### config.mk
export PLATFORM = sky130hd
export DESIGN_NAME = sqrt_csel_adder
export DESIGN_NICKNAME = d
export VERILOG_FILES = /design/src/rtl/adder_pkg.sv /design/src/rtl/bit_setup.sv /design/src/rtl/ripple_chain.sv /design/src/rtl/select_group.sv /design/src/rtl/sqrt_csel_adder.sv
export SDC_FILE = /design/constraint.sdc
export NUM_CORES = 1
export LEC_CHECK = 0
export BUFFER_PORTS_ARGS = -buffer_cell sky130_fd_sc_hd__buf_2
export CAP_MARGIN = 40
export CORE_MARGIN = 2
export CORE_UTILIZATION = 42
export DETAILED_ROUTE_END_ITERATION = 6
export PLACE_DENSITY_LB_ADDON = 0.08
export SYNTH_ARGS = -nofsm -noshare
export SYNTH_HDL_FRONTEND = slang
export SYNTH_SLANG_ARGS = --single-unit
### constraint.sdc
create_clock -name vclk -period 17.3
set_input_delay 1.73 -clock vclk [all_inputs]
set_output_delay 1.73 -clock vclk [all_outputs]
set_load 0.1 [all_outputs]
### src/rtl/adder_pkg.sv
package adder_pkg;

    // Per-bit setup signals
    typedef struct packed {
        logic gen;
        logic prop;
        logic kill;
    } bitsig_t;

    // Lowest bit of group k when group widths grow by one from "first"
    function automatic int grp_lo(input int k, input int first);
        return k * first + (k * (k - 1)) / 2;
    endfunction

    // Number of groups needed to cover "width" bits
    function automatic int grp_count(input int width, input int first);
        int n;
        n = 0;
        for (int k = 0; k < width; k++) begin
            if (grp_lo(k, first) < width) n = k + 1;
        end
        return n;
    endfunction

    // Width of group k, with the top group clipped to the word
    function automatic int grp_w(input int k, input int width, input int first);
        int hi;
        hi = grp_lo(k + 1, first);
        if (hi > width) hi = width;
        return hi - grp_lo(k, first);
    endfunction

endpackage

### src/rtl/bit_setup.sv
module bit_setup
    import adder_pkg::*;
#(
    parameter int W = 20
) (
    input  logic [W-1:0] a,
    input  logic [W-1:0] b,
    output bitsig_t [W-1:0] sig
);

    for (genvar i = 0; i < W; i++) begin : g_bit
        assign sig[i].gen  = a[i] & b[i];
        assign sig[i].prop = a[i] ^ b[i];
        assign sig[i].kill = ~a[i] & ~b[i];
    end

endmodule

### src/rtl/ripple_chain.sv
module ripple_chain #(
    parameter int W = 4
) (
    input  logic [W-1:0] prop,
    input  logic [W-1:0] gen,
    input  logic [W-1:0] kill,
    input  logic         cin,
    output logic [W-1:0] sum,
    output logic         cout
);

    logic [W:0] c;

    // Carry passes whenever the bit is not a delete bit; the sum uses the xor propagate
    always_comb begin
        c[0] = cin;
        for (int i = 0; i < W; i++) begin
            c[i+1] = gen[i] | (~kill[i] & c[i]);
            sum[i] = prop[i] ^ c[i];
        end
    end

    assign cout = c[W];

endmodule

### src/rtl/select_group.sv
module select_group #(
    parameter int W = 3
) (
    input  logic [W-1:0] prop,
    input  logic [W-1:0] gen,
    input  logic [W-1:0] kill,
    input  logic         csel,
    output logic [W-1:0] sum,
    output logic         cout
);

    logic [W-1:0] s_zero, s_one;
    logic         c_zero, c_one;

    ripple_chain #(.W(W)) u_chain0 (
        .prop(prop), .gen(gen), .kill(kill), .cin(1'b0),
        .sum(s_zero), .cout(c_zero)
    );

    ripple_chain #(.W(W)) u_chain1 (
        .prop(prop), .gen(gen), .kill(kill), .cin(1'b1),
        .sum(s_one), .cout(c_one)
    );

    always_comb begin
        if (csel) begin
            sum  = s_one;
            cout = c_one;
        end else begin
            sum  = s_zero;
            cout = c_zero;
        end
    end

    always_comb begin
        AST_PAIR_STEP: assert ({c_one, s_one} == ({c_zero, s_zero} + (W+1)'(1)));
        AST_CHAIN_ORDER: assert (!(c_zero && !c_one));
        if (&prop) begin
            AST_GROUP_SKIP: assert (cout == csel);
        end
    end

endmodule

### src/rtl/sqrt_csel_adder.sv
module sqrt_csel_adder
    import adder_pkg::*;
#(
    parameter int WIDTH   = 20,
    parameter int FIRST_W = 2
) (
    input  logic [WIDTH-1:0] a_in,
    input  logic [WIDTH-1:0] b_in,
    input  logic             c_in,
    output logic [WIDTH-1:0] sum_out,
    output logic             c_out
);

    localparam int NGRP = grp_count(WIDTH, FIRST_W);

    bitsig_t [WIDTH-1:0] sig;
    logic    [WIDTH-1:0] p_v, g_v, k_v;
    logic    [NGRP:0]    gcarry;

    bit_setup #(.W(WIDTH)) u_setup (
        .a(a_in), .b(b_in), .sig(sig)
    );

    always_comb begin
        for (int i = 0; i < WIDTH; i++) begin
            p_v[i] = sig[i].prop;
            g_v[i] = sig[i].gen;
            k_v[i] = sig[i].kill;
        end
    end

    assign gcarry[0] = c_in;

    for (genvar k = 0; k < NGRP; k++) begin : g_grp
        localparam int LO = grp_lo(k, FIRST_W);
        localparam int GW = grp_w(k, WIDTH, FIRST_W);
        if (k == 0) begin : g_base
            // lowest group ripples straight from the carry input
            ripple_chain #(.W(GW)) u_base (
                .prop(p_v[LO +: GW]), .gen(g_v[LO +: GW]), .kill(k_v[LO +: GW]),
                .cin(gcarry[k]), .sum(sum_out[LO +: GW]), .cout(gcarry[k+1])
            );
        end else begin : g_sel
            select_group #(.W(GW)) u_sel (
                .prop(p_v[LO +: GW]), .gen(g_v[LO +: GW]), .kill(k_v[LO +: GW]),
                .csel(gcarry[k]), .sum(sum_out[LO +: GW]), .cout(gcarry[k+1])
            );
        end
    end

    assign c_out = gcarry[NGRP];

    always_comb begin
        AST_SUM_TOTAL: assert ({c_out, sum_out} ==
            ({1'b0, a_in} + {1'b0, b_in} + {{WIDTH{1'b0}}, c_in}));
    end

endmodule

==> metrics.txt <==
largest net degree at the start of global routing 4; Metal-1 WL 421 um; most common cell after layout, fill and taps aside buf_2; Die H 43.3 um; largest fanout on the critical path 3; Reg area 0 um2; Post-Syn Area 649 um2; CP dominant cell by count fa_1; critical path class in -> out; Max Fclk 97.6 MHz; global-route wire length before repair 2000 um; drt first pass iters 3; Leakage 0.674 nW; Setup crit start kind primary input; Seq/Total Area, Yosys 0%; slowest CP cell fa_1; drt via density 4.05; Worst Tran Pin Value 0.490 ns; Post-DRT Antenna Nets 0; Synth warnings 0; MaxCap Viol Count 0; Synth top area share 49.3%; average cell area after synthesis 8.43 um2; crit path DAT 8.51 ns; Seq cells 0; post-CTS resize count 0; Area contributors post-synth fa_1, inv_1, ha_1; DR vias 628; wire per inst 8.21 um; Setup TNS Final 0 ns; share of cells above drive strength 1 44.6%; fin. max-slew vios 0; Final Hold Viols 0; worst hold path class in -> out; area leader, netlist fa_1; most frequent cells in the layout buf_2, inv_1, fa_1, ha_1; clkbuf count 0; Cell Pwr Density 107 nW/um2; status finished clean; metal3 WL 145 um; Syn-to-layout area delta 50.9%; peak supply drop 0.0603 mV; # diodes 0; # rows 14; drt total wl 1270 um; Rel. slew slack 67.6%; gr ovfl total 0; vias in the first global route 550; nets@finish 206; Tcrit/Tclk final 59.2%; Die W 43.3 um; postcts setup bufs 0; area of the multi-input gates 492 um2; total setup violations reported at the end of the flow 0; final std cells w/o fill 155; Worst Setup End Kind output port; Cell variety after synth 8; die area 1880 um2; antenna violations before repair 0; crit path time final 10.24 ns; Layout fillers 150; Worst Path Required 15.57 ns; placed cell count 155; top sig layer met3; DRC errors left 0; WL met2 705 um; Syn Inst Count 77; gpl congestion 0.666; core region area 1470 um2; Post-Syn Nets 142; number of DRC markers in iteration 0 4; Initial Util 44.1%; Final Util 66.6%; end of the critical path sum_out[19]; Setup crit start a_in[0]; hold_buf cts 0; slowest stage delay, CP 0.42 ns; RSZ-0062 raised after global routing no; number of buffers added on ports 62; GRT Overall Usage 13.2%; I/O Pins 62; Final HPWL DP 1270 um
## worst max-delay path: cells and delay by family
family / cells / cell delay (ns)
adders and majority gates: 16 / 4.98
buffers and inverters: 11 / 1.04
AOI/OAI and AO/OA: 3 / 0.40
muxes: 1 / 0.17
and+or+nand+nor: 2 / 0.16
## cell usage after synthesis (all sizes together)
library cell	number
xnor2	2
mux2i	1
nor2	3
xor2	2
ha	8
a21oi	3
inv	42
fa	16
## per-layer routing
layer / GRT usage, % / vias up
met2: 26.6 / 34
met4: 0 / 0
li1: - / 321
met5: 0 / -
met3: 1.28 / 0
met1: 15.9 / 273
## area by class of cell
| cell class | count | share of cell area, % |
|---|---|---|
| Inverter | 42 | 16.1 |
| Tap cell | 16 | 2.04 |
| Multi-Input combinational cell | 35 | 50.2 |
| Timing Repair Buffer | 62 | 31.7 |
## per-stage QoR
stage          setup slack (ns)  power, mW  hold WS (ns)  instance area, um2
2_1_floorplan              7.34     0.0925          4.01                 649
3_3_place_gp               7.14      0.105          4.06                 980
3_5_place_dp               6.99      0.106          4.07                 980
4_1_cts                    6.97      0.106          4.07                 980
5_1_grt                    6.62      0.110          4.11                 980
6_report                   7.06      0.105          4.08                 980
## power breakdown
part | leakage, nW | switching [mW] | internal, mW
combinational | 0.674 | 0.0884 | 0.0169
clock | 0 | 0 | 0
sequential | 0 | 0 | 0
## how the worst min path moves through the flow
| stage | startpoint | endpoint | slack (ns) | cells past startpoint |
|---|---|---|---|---|
| global placement | c_in | sum_out[0] | 4.06 | 5 |
| global route | c_in | sum_out[0] | 4.11 | 5 |
| finish | c_in | sum_out[0] | 4.08 | 5 |
| detailed placement | c_in | sum_out[0] | 4.07 | 5 |
| CTS | c_in | sum_out[0] | 4.07 | 5 |
| floorplan | c_in | sum_out[0] | 4.01 | 3 |
## kinds of logic after synthesis
| kind of cell | synth area share, % |
|---|---|
| AOI/OAI and AO/OA | 2.31 |
| xor gates and xnor gates | 5.40 |
| adders and majority gates | 64.7 |
| buffers and inverters | 24.3 |
| muxes | 1.54 |
| and+or+nand+nor | 1.73 |
Note: power is estimated with default switching activity, not from simulation.
